<file path="src/rtl/mw_rd_pkg.sv">
package mw_rd_pkg;

    // Serial access phases, one per half shift-clock slot
    typedef enum logic [2:0] {
        PH_IDLE,
        PH_LEAD,
        PH_CMD_LO,
        PH_CMD_HI,
        PH_GAP,
        PH_DAT_HI,
        PH_DAT_LO,
        PH_TAIL
    } mw_phase_e;

    typedef enum logic [1:0] {
        BT_ISSUE,
        BT_WAIT,
        BT_DONE
    } boot_state_e;

    localparam logic [2:0] RD_OPCODE   = 3'b110;
    localparam int         LEAD_ZEROS  = 2;
    localparam int         BOOT_WORDS  = 12;
    localparam int         SA_FIRST    = 6;
    localparam int         SA_WORDS    = 4;

endpackage

</file>
<file path="src/rtl/mw_bit_engine.sv">
module mw_bit_engine
    import mw_rd_pkg::*;
#(
    parameter int ADDR_W    = 6,
    parameter int DATA_W    = 16,
    parameter int HALF_CLKS = 2
) (
    input  logic              clk,
    input  logic              rst_n,
    input  logic              start,
    input  logic [ADDR_W-1:0] addr,
    input  logic              sdo,
    output logic              cs,
    output logic              sk,
    output logic              di,
    output logic              active,
    output logic              done,
    output logic [DATA_W-1:0] data
);
    localparam int H     = (HALF_CLKS < 1) ? 1 : HALF_CLKS;
    localparam int TW    = (H > 1) ? $clog2(H) : 1;
    localparam int CMD_W = LEAD_ZEROS + 3 + ADDR_W;
    localparam int MAXB  = (CMD_W > DATA_W) ? CMD_W : DATA_W;
    localparam int CW    = $clog2(MAXB);

    typedef struct packed {
        mw_phase_e          ph;
        logic [TW-1:0]      tmr;
        logic [CW-1:0]      cnt;
        logic [CMD_W-1:0]   cmd;
        logic [DATA_W-1:0]  data;
        logic               done;
    } eng_t;

    eng_t r_q, r_d;

    always_comb begin
        r_d      = r_q;
        r_d.done = 1'b0;
        if (r_q.ph == PH_IDLE) begin
            if (start) begin
                r_d.ph  = PH_LEAD;
                r_d.tmr = '0;
                r_d.cnt = '0;
                r_d.cmd = {{LEAD_ZEROS{1'b0}}, RD_OPCODE, addr};
            end
        end else if (r_q.tmr != TW'(H - 1)) begin
            r_d.tmr = r_q.tmr + 1'b1;
        end else begin
            r_d.tmr = '0;
            case (r_q.ph)
                PH_LEAD:   r_d.ph = PH_CMD_LO;
                PH_CMD_LO: r_d.ph = PH_CMD_HI;
                PH_CMD_HI: begin
                    if (r_q.cnt == CW'(CMD_W - 1)) begin
                        r_d.ph  = PH_GAP;
                        r_d.cnt = '0;
                    end else begin
                        r_d.ph  = PH_CMD_LO;
                        r_d.cnt = r_q.cnt + 1'b1;
                        r_d.cmd = {r_q.cmd[CMD_W-2:0], 1'b0};
                    end
                end
                PH_GAP:    r_d.ph = PH_DAT_HI;
                PH_DAT_HI: begin
                    r_d.data[r_q.cnt] = sdo;
                    r_d.ph            = PH_DAT_LO;
                end
                PH_DAT_LO: begin
                    if (r_q.cnt == CW'(DATA_W - 1)) begin
                        r_d.ph  = PH_TAIL;
                        r_d.cnt = '0;
                    end else begin
                        r_d.ph  = PH_DAT_HI;
                        r_d.cnt = r_q.cnt + 1'b1;
                    end
                end
                PH_TAIL: begin
                    r_d.ph   = PH_IDLE;
                    r_d.done = 1'b1;
                end
                default:   r_d.ph = PH_IDLE;
            endcase
        end
    end

    always_ff @(posedge clk or negedge rst_n) begin
        if (!rst_n) begin
            r_q <= '{ph: PH_IDLE, tmr: '0, cnt: '0, cmd: '0, data: '0, done: 1'b0};
        end else begin
            r_q <= r_d;
        end
    end

    assign active = (r_q.ph != PH_IDLE);
    assign cs     = active;
    assign sk     = (r_q.ph == PH_CMD_HI) || (r_q.ph == PH_DAT_HI);
    assign di     = ((r_q.ph == PH_CMD_LO) || (r_q.ph == PH_CMD_HI)) && r_q.cmd[CMD_W-1];
    assign done   = r_q.done;
    assign data   = r_q.data;

endmodule

</file>
<file path="src/rtl/mw_boot_seq.sv">
module mw_boot_seq
    import mw_rd_pkg::*;
#(
    parameter int ADDR_W = 6,
    parameter int DATA_W = 16
) (
    input  logic                             clk,
    input  logic                             rst_n,
    input  logic                             eng_done,
    input  logic [DATA_W-1:0]                eng_data,
    output logic                             start,
    output logic [ADDR_W-1:0]                addr,
    output logic                             loaded,
    output logic [SA_WORDS-1:0][DATA_W-1:0]  words
);
    localparam int IW = $clog2(BOOT_WORDS);
    localparam int SW = $clog2(SA_WORDS);

    typedef struct packed {
        boot_state_e                      st;
        logic [IW-1:0]                    idx;
        logic [SA_WORDS-1:0][DATA_W-1:0]  words;
    } boot_t;

    boot_t s_q, s_d;
    logic  in_window;

    assign in_window = (s_q.idx >= IW'(SA_FIRST)) && (s_q.idx < IW'(SA_FIRST + SA_WORDS));

    always_comb begin
        s_d = s_q;
        case (s_q.st)
            BT_ISSUE: s_d.st = BT_WAIT;
            BT_WAIT: begin
                if (eng_done) begin
                    if (in_window) begin
                        s_d.words[SW'(s_q.idx - IW'(SA_FIRST))] = eng_data;
                    end
                    if (s_q.idx == IW'(BOOT_WORDS - 1)) begin
                        s_d.st = BT_DONE;
                    end else begin
                        s_d.st  = BT_ISSUE;
                        s_d.idx = s_q.idx + 1'b1;
                    end
                end
            end
            default: s_d.st = BT_DONE;
        endcase
    end

    always_ff @(posedge clk or negedge rst_n) begin
        if (!rst_n) begin
            s_q <= '{st: BT_ISSUE, idx: '0, words: '0};
        end else begin
            s_q <= s_d;
        end
    end

    assign start  = (s_q.st == BT_ISSUE);
    assign addr   = ADDR_W'(s_q.idx);
    assign loaded = (s_q.st == BT_DONE);
    assign words  = s_q.words;

endmodule

</file>
<file path="src/rtl/mw_station_addr.sv">
module mw_station_addr
    import mw_rd_pkg::*;
(
    input  logic [SA_WORDS-1:0][15:0]      words,
    output logic [16*(SA_WORDS-1)-1:0]     station
);
    // The stored address is shifted up by one bit across word boundaries
    for (genvar i = 0; i < SA_WORDS - 1; i++) begin : g_pair
        assign station[16*i +: 8]     = {words[i+1][6:0], words[i][15]};
        assign station[16*i + 8 +: 8] = words[i+1][14:7];
    end

    logic unused_bits;
    assign unused_bits = ^{words[0][14:0], words[SA_WORDS-1][15]};

endmodule

</file>
<file path="src/rtl/mw_eeprom_reader.sv">
module mw_eeprom_reader
    import mw_rd_pkg::*;
#(
    parameter int HALF_CLKS = 2
) (
    input  logic        clk,
    input  logic        rst_n,
    input  logic        rd_req,
    input  logic [5:0]  rd_addr,
    output logic        busy,
    output logic        done,
    output logic [15:0] rd_data,
    output logic [47:0] station_addr,
    output logic        addr_valid,
    output logic        ee_cs,
    output logic        ee_sk,
    output logic        ee_di,
    input  logic        ee_do
);
    localparam int ADDR_W = 6;
    localparam int DATA_W = 16;

    logic                             eng_start, eng_active, eng_done;
    logic [ADDR_W-1:0]                eng_addr, boot_addr;
    logic [DATA_W-1:0]                eng_data;
    logic                             boot_start, boot_loaded, host_go;
    logic [SA_WORDS-1:0][DATA_W-1:0]  boot_words;

    assign busy      = !boot_loaded || eng_active;
    assign host_go   = rd_req && !busy;
    assign eng_start = boot_start || host_go;
    assign eng_addr  = boot_loaded ? rd_addr : boot_addr;

    mw_bit_engine #(
        .ADDR_W    (ADDR_W),
        .DATA_W    (DATA_W),
        .HALF_CLKS (HALF_CLKS)
    ) u_eng (
        .clk    (clk),
        .rst_n  (rst_n),
        .start  (eng_start),
        .addr   (eng_addr),
        .sdo    (ee_do),
        .cs     (ee_cs),
        .sk     (ee_sk),
        .di     (ee_di),
        .active (eng_active),
        .done   (eng_done),
        .data   (eng_data)
    );

    mw_boot_seq #(
        .ADDR_W (ADDR_W),
        .DATA_W (DATA_W)
    ) u_boot (
        .clk      (clk),
        .rst_n    (rst_n),
        .eng_done (eng_done),
        .eng_data (eng_data),
        .start    (boot_start),
        .addr     (boot_addr),
        .loaded   (boot_loaded),
        .words    (boot_words)
    );

    mw_station_addr u_sa (
        .words   (boot_words),
        .station (station_addr)
    );

    assign done       = eng_done && boot_loaded;
    assign rd_data    = eng_data;
    assign addr_valid = boot_loaded;

endmodule

</file>
<file path="config.mk">
export PLATFORM = sky130hd
export DESIGN_NAME = mw_eeprom_reader
export DESIGN_NICKNAME = d
export VERILOG_FILES = /design/src/rtl/mw_rd_pkg.sv /design/src/rtl/mw_bit_engine.sv /design/src/rtl/mw_boot_seq.sv /design/src/rtl/mw_station_addr.sv /design/src/rtl/mw_eeprom_reader.sv
export SDC_FILE = /design/constraint.sdc
export NUM_CORES = 1
export LEC_CHECK = 0
export BUFFER_PORTS_ARGS = -buffer_cell sky130_fd_sc_hd__buf_2
export CAP_MARGIN = 10
export CELL_PAD_IN_SITES_DETAIL_PLACEMENT = 0
export CELL_PAD_IN_SITES_GLOBAL_PLACEMENT = 1
export CORE_MARGIN = 4
export CORE_UTILIZATION = 45
export CTS_BUF_LIST = sky130_fd_sc_hd__clkbuf_4 sky130_fd_sc_hd__clkbuf_8 sky130_fd_sc_hd__clkbuf_16
export DETAILED_ROUTE_END_ITERATION = 8
export PLACE_DENSITY_LB_ADDON = 0.1
export SYNTH_ARGS = -nofsm -noshare
export SYNTH_HDL_FRONTEND = slang
export SYNTH_HIERARCHICAL = 1
export SYNTH_SLANG_ARGS = --single-unit
</file>
<file path="constraint.sdc">
create_clock -name clk -period 2.85 [get_ports clk]
set_input_delay 0.4275 -clock clk [delete_from_list [all_inputs] [get_ports clk]]
set_output_delay 0.4275 -clock clk [all_outputs]
set_load 0.02 [all_outputs]
</file>
==> flow_metrics.env, run 1 <==
export IMPL_seqPwrFrac=0.431
export IMPL_drt_iter0_drc=95
export IMPL_die_x_um=115.9
export IMPL_critPathRequiredTime_ps=3070
export IMPL_drv_slew=0
export IMPL_area_growth_pct=-1.528
export IMPL_worst_setup_path_end_kind="flip-flop"
export IMPL_grt_max_degree=48
export IMPL_placed_cells=546
export IMPL_critPathArrivalTime_ps=2570
export IMPL_maxCapViolations=0
export IMPL_tns_ps=0
export IMPL_die_h_um=115.9
export IMPL_clock_skew_ps=4.841
export IMPL_drt_pass1_iter_count=4
export IMPL_grt_pass1_wl_um=15100
export IMPL_leakage_nw=2.589
export IMPL_r2r_start="u_eng/r_q[33]"
export IMPL_num_io_pins=80
export IMPL_setup_viol=0
export IMPL_drt_total_wl_um=9150
export IMPL_viasPerCell=4.966
export IMPL_cts_tree="done"
export IMPL_max_freq_mhz=426.0
export IMPL_dieArea_um2=13430
export IMPL_antenna_found_initial=0
export IMPL_grtUsageTotal=0.1451
export IMPL_critPathMaxFanout=14
export IMPL_power_switching_mw=1.216
export IMPL_power_frac_clock=0.338
export IMPL_h_tree_depth=3
export IMPL_ctsResizeCount=0
export IMPL_slew_headroom=0.5254
export IMPL_avgSynthCellArea_um2=11.64
export IMPL_ys_warn_count=6
export IMPL_rr_endpoint="u_eng/r_q[18]"
export IMPL_syn_cell_area_um2=5239
export IMPL_ir_drop_uv=395.4
export IMPL_drive_above_1_share=0.4511
export IMPL_postCtsHoldBufs=0
export IMPL_final_util=0.4518
export IMPL_numPortBuffers=79
export IMPL_dp_hpwl_um=6501
export IMPL_place_gp_congestion=0.7797
export IMPL_critPathKind="flip-flop to flip-flop"
export IMPL_p_comb_frac=0.231
export IMPL_reg2reg_slack_ps=500
export IMPL_drc=0
export IMPL_fin_crit_sh=0.8237
export IMPL_crit_path_start_kind="flip-flop"
export IMPL_final_cell_count_no_fill=562
export IMPL_place_area_um2=4831
export IMPL_holdWs_ps=105.6
export IMPL_hp_class="input pin to asynchronous set/reset pin"
export IMPL_finalInstanceArea_um2=5159
export IMPL_start_util=0.4588
export IMPL_layout_nets=433
export IMPL_core_area_um2=11420
export IMPL_finalHoldViolations=0
export IMPL_numCtsBuffers=9
export IMPL_power_density_nw_per_um2=735.9
export IMPL_std_cell_rows=39
export IMPL_cts_buffer_depth=2
export IMPL_synth_cells=450
export IMPL_wl_per_cell_um=16.28
export IMPL_rsz0062_at_grt="false"
export IMPL_min_period_ps=2348
export IMPL_ant_nets=0
export IMPL_clock_latency_ps=340
export IMPL_cts_setup_buffers=0
export IMPL_clock_sinks=90
export IMPL_tightest_slew_ps=711.9
export IMPL_vias=2791
export IMPL_clkTransAtPathRegs_ps=60
export IMPL_r2r_cells=7
export IMPL_grt_pass1_vias=2850
export IMPL_diodes=0
export IMPL_p_sw_frac=0.3204
export IMPL_root_buffer="clkbuf_16"
export IMPL_p_int_mw=2.580
export IMPL_status="finished clean"
export IMPL_grt_ovfl_total=0
-- layout make-up --
type / count / area [um2]
Clock buffer: 10 / 239.0
Timing Repair Buffer: 88 / 465.4
Inverter: 7 / 26.28
Tap cell: 143 / 178.9
Fill cell: 1113 / 6260
Clock inverter: 6 / 88.84
Multi-Input combinational cell: 218 / 1908
Sequential cell: 90 / 2252
-- layer usage --
metal  share of wire  global-route usage
met1            0.45              0.1839
met2            0.48              0.2401
met3           0.046             0.02924
met4           0.020             0.06497
met5               0                   0
-- worst max-delay path by stage --
stage	to	cells past startpoint	slack (ps)	startpoint
final	u_eng/r_q[18]	7	500	u_eng/r_q[33]
after global routing	u_eng/r_q[18]	7	360	u_eng/r_q[33]
after CTS	u_eng/r_q[18]	7	490	u_eng/r_q[33]
after detailed placement	u_eng/r_q[18]	7	520	u_eng/r_q[33]
after global placement	u_eng/r_q[22]	7	590	u_eng/r_q[33]
after floorplan	u_eng/r_q[18]	7	440	u_boot/s_q[69]
-- per-stage QoR --
| stage | total power [mW] | setup slack [ps] |
|---|---|---|
| 2_1_floorplan | 2.354 | 442.8 |
| 3_3_place_gp | 2.548 | 589.5 |
| 5_1_grt | 4.035 | 359.2 |
| 6_report | 3.796 | 502.5 |
| 4_1_cts | 3.859 | 494.8 |
| 3_5_place_dp | 2.549 | 518.7 |
-- power by group through the flow --
stage | sequential, mW | combinational (mW) | clock, mW
after floorplan | 1.53 | 0.821 | 0
after global placement | 1.65 | 0.894 | 0
after detailed placement | 1.66 | 0.890 | 0
after CTS | 1.64 | 0.893 | 1.33
after global routing | 1.67 | 0.995 | 1.37
final | 1.64 | 0.878 | 1.28
-- cell usage in the layout (no fill, tap or decap), drive strengths merged, types with 6 or more instances in the layout --
| master | instances |
|---|---|
| buf | 88 |
| and2 | 7 |
| clkbuf | 10 |
| dfrtp | 90 |
| nand2b | 8 |
| nand2 | 27 |
| nand3 | 14 |
| inv | 8 |
| and3 | 6 |
| nor2 | 12 |
| ha | 9 |
| mux2 | 77 |
| o21ai | 7 |
-- worst max-delay path, stage by stage, from the launching register on --
cell	delay (ps)
dfrtp_1	570
nor3_4	270
inv_2	50
nand2b_1	150
o21bai_1	440
a22oi_4	200
nor2_4	180
mux2_2	350
(Power assumes the default switching activity.)
==> run 2: changes to the inputs <==
--- a/config.mk
+++ b/config.mk
@@ -5,12 +5,13 @@
 export SDC_FILE = /design/constraint.sdc
 export NUM_CORES = 1
 export LEC_CHECK = 0
+export ABC_AREA = 1
 export BUFFER_PORTS_ARGS = -buffer_cell sky130_fd_sc_hd__buf_2
 export CAP_MARGIN = 10
 export CELL_PAD_IN_SITES_DETAIL_PLACEMENT = 0
 export CELL_PAD_IN_SITES_GLOBAL_PLACEMENT = 1
 export CORE_MARGIN = 4
-export CORE_UTILIZATION = 45
+export CORE_UTILIZATION = 40
 export CTS_BUF_LIST = sky130_fd_sc_hd__clkbuf_4 sky130_fd_sc_hd__clkbuf_8 sky130_fd_sc_hd__clkbuf_16
 export DETAILED_ROUTE_END_ITERATION = 8
 export PLACE_DENSITY_LB_ADDON = 0.1
==> constraint.sdc (replaced) <==
create_clock -name clk -period 1.9 [get_ports clk]
set_input_delay 0.285 -clock clk [delete_from_list [all_inputs] [get_ports clk]]
set_output_delay 0.285 -clock clk [all_outputs]
set_load 0.02 [all_outputs]
==> run 2 against run 1 <==
Combinational power fell by 88%. Design area up 3.7%. Clock skew rose by 3.1 ps. Critical path depth increased by 2. Register-to-register slack lost 360 ps. Maximum frequency is 34% higher. Total power is 6.3% higher. Via count is 33% higher. Global-route usage is 0.82 points higher. Clock-buffer cell count up 3. Utilization decreased by 5.1 points. Sequential cell count is the same. Largest power group is now clock.
==> flow_metrics.env, run 2 <==
export IMPL_tightest_slew_ps=519.1
export IMPL_cts_tree="done"
export IMPL_vias=3725
export IMPL_r2r_cells=9
export IMPL_grt_pass1_wl_um=19490
export IMPL_hold_path_depth=3
export IMPL_grt_pass1_vias=3581
export IMPL_maxCapViolations=0
export IMPL_grt_max_degree=38
export IMPL_numCtsBuffers=9
export IMPL_critPathRequiredTime_ps=2120
export IMPL_clock_skew_ps=7.989
export IMPL_die_h_um=125.0
export IMPL_drt_pass1_iter_count=4
export IMPL_dieArea_um2=15630
export IMPL_diodes=0
export IMPL_ir_drop_uv=336.1
export IMPL_finalHoldViolations=0
export IMPL_min_period_ps=1758
export IMPL_wl_per_cell_um=15.05
export IMPL_syn_cell_area_um2=5479
export IMPL_leakage_nw=2.849
export IMPL_critPathArrivalTime_ps=1980
export IMPL_holdWs_ps=201.1
export IMPL_fill_cells=1395
export IMPL_power_density_nw_per_um2=754.1
export IMPL_die_x_um=125.0
export IMPL_drc=0
export IMPL_h_tree_depth=3
export IMPL_final_common_cell="nand2_1"
export IMPL_grtUsageTotal=0.1533
export IMPL_tns_ps=0
export IMPL_clock_latency_ps=340
export IMPL_ant_nets=0
export IMPL_core_area_um2=13350
export IMPL_max_freq_mhz=568.9
export IMPL_std_cell_rows=42
export IMPL_mostFrequentLayoutCells="199 x nand2_1, 89 x dfrtp_1, 78 x buf_2, 49 x nand4_1, 33 x nand3_1"
export IMPL_crit_path_start_kind="flip-flop"
export IMPL_dp_hpwl_um=8423
export IMPL_area_growth_pct=-2.329
export IMPL_layout_nets=620
export IMPL_status="finished clean"
export IMPL_avgSynthCellArea_um2=8.508
export IMPL_finalPower_mw=4.035
export IMPL_place_gp_congestion=0.7681
export IMPL_critPathMaxFanout=17
export IMPL_multi_input_area_um2=1893
export IMPL_final_util=0.4009
export IMPL_worst_setup_path_end_kind="flip-flop"
export IMPL_grt_ovfl_total=0
export IMPL_fin_crit_sh=0.9251
export IMPL_antenna_found_initial=0
export IMPL_drt_iter0_drc=237
export IMPL_slew_headroom=0.6539
export IMPL_start_util=0.4105
export IMPL_numPortBuffers=79
export IMPL_drv_slew=0
export IMPL_rsz0062_at_grt="true"
export IMPL_ys_warn_count=6
export IMPL_clkTransAtPathRegs_ps=60
export IMPL_synth_cells=644
export IMPL_regArea_um2=2253
export IMPL_num_io_pins=80
export IMPL_viasPerCell=4.770
export IMPL_root_buffer="clkbuf_16"
export IMPL_setup_viol=0
export IMPL_critPathKind="flip-flop to flip-flop"
export IMPL_drt_total_wl_um=11750
export IMPL_cts_buffer_depth=2
export IMPL_clock_sinks=90
export IMPL_hp_class="input pin to flip-flop"
export IMPL_drive_above_1_share=0.2397
==> run 2: area by class of cell <==
type,instances,share of cell area
well taps,176,0.04115
repair buffers,94,0.1012
inverters,30,0.02151
multi-input cells,376,0.3538
flip-flops and latches,90,0.4211
clock inverters,2,0.01122
clock buffers,13,0.05004
==> run 2: worst paths after layout <==
check	start	to	slack (ps)
hold reg to reg	flip-flop	flip-flop	460
setup / recovery	u_boot/addr[0]	flip-flop	140
min in group asynchronous	rst_n	u_boot/addr[3]	460
max in group asynchronous	rst_n	u_eng/r_q[34]	760
hold / removal	ee_do	flip-flop	200
setup reg to reg	u_boot/addr[0]	flip-flop	140
==> run 2: what timing repair did <==
action / CTS / global route
setup buffers: 0 / 3
gates resized for setup: 0 / 5
endpoints found under the setup margin: 0 / 45
hold endpoints to repair: 35 / 0
hold buffers: 1 / 0
==> run 2: power breakdown <==
group          total [mW]  internal [mW]  switching, mW
Clock                1.97           1.25          0.726
Sequential           1.96           1.93         0.0264
Combinational       0.106         0.0301         0.0761
==> run 2: stage by stage <==
step | area (um2) | cells | setup slack, ps
after floorplan | 5485 | 645 | 157.3
after global placement | 4971 | 762 | 64.59
after detailed placement | 4971 | 762 | 77.70
after CTS | 5309 | 778 | 24.17
after global routing | 5351 | 781 | -44.57
final | 5351 | 781 | 142.3
==> run 2: layer usage <==
metal | global-route usage | share of wire | vias up
li1 | - | - | 1876
met4 | 0.04974 | 0.0073 | 0
met1 | 0.2220 | 0.50 | 1765
met3 | 0.02985 | 0.042 | 6
met2 | 0.2319 | 0.45 | 78
met5 | 0 | 0 | -
==> run 2: worst max-delay path, stage by stage, from the launching register on <==
cell	delay, ps
dfrtp_1	380
inv_1	110
ha_1	230
inv_2	40
nand2_1	50
nand2_1	80
nand2_4	200
nand3_2	340
nand2_1	150
nand2_1	60
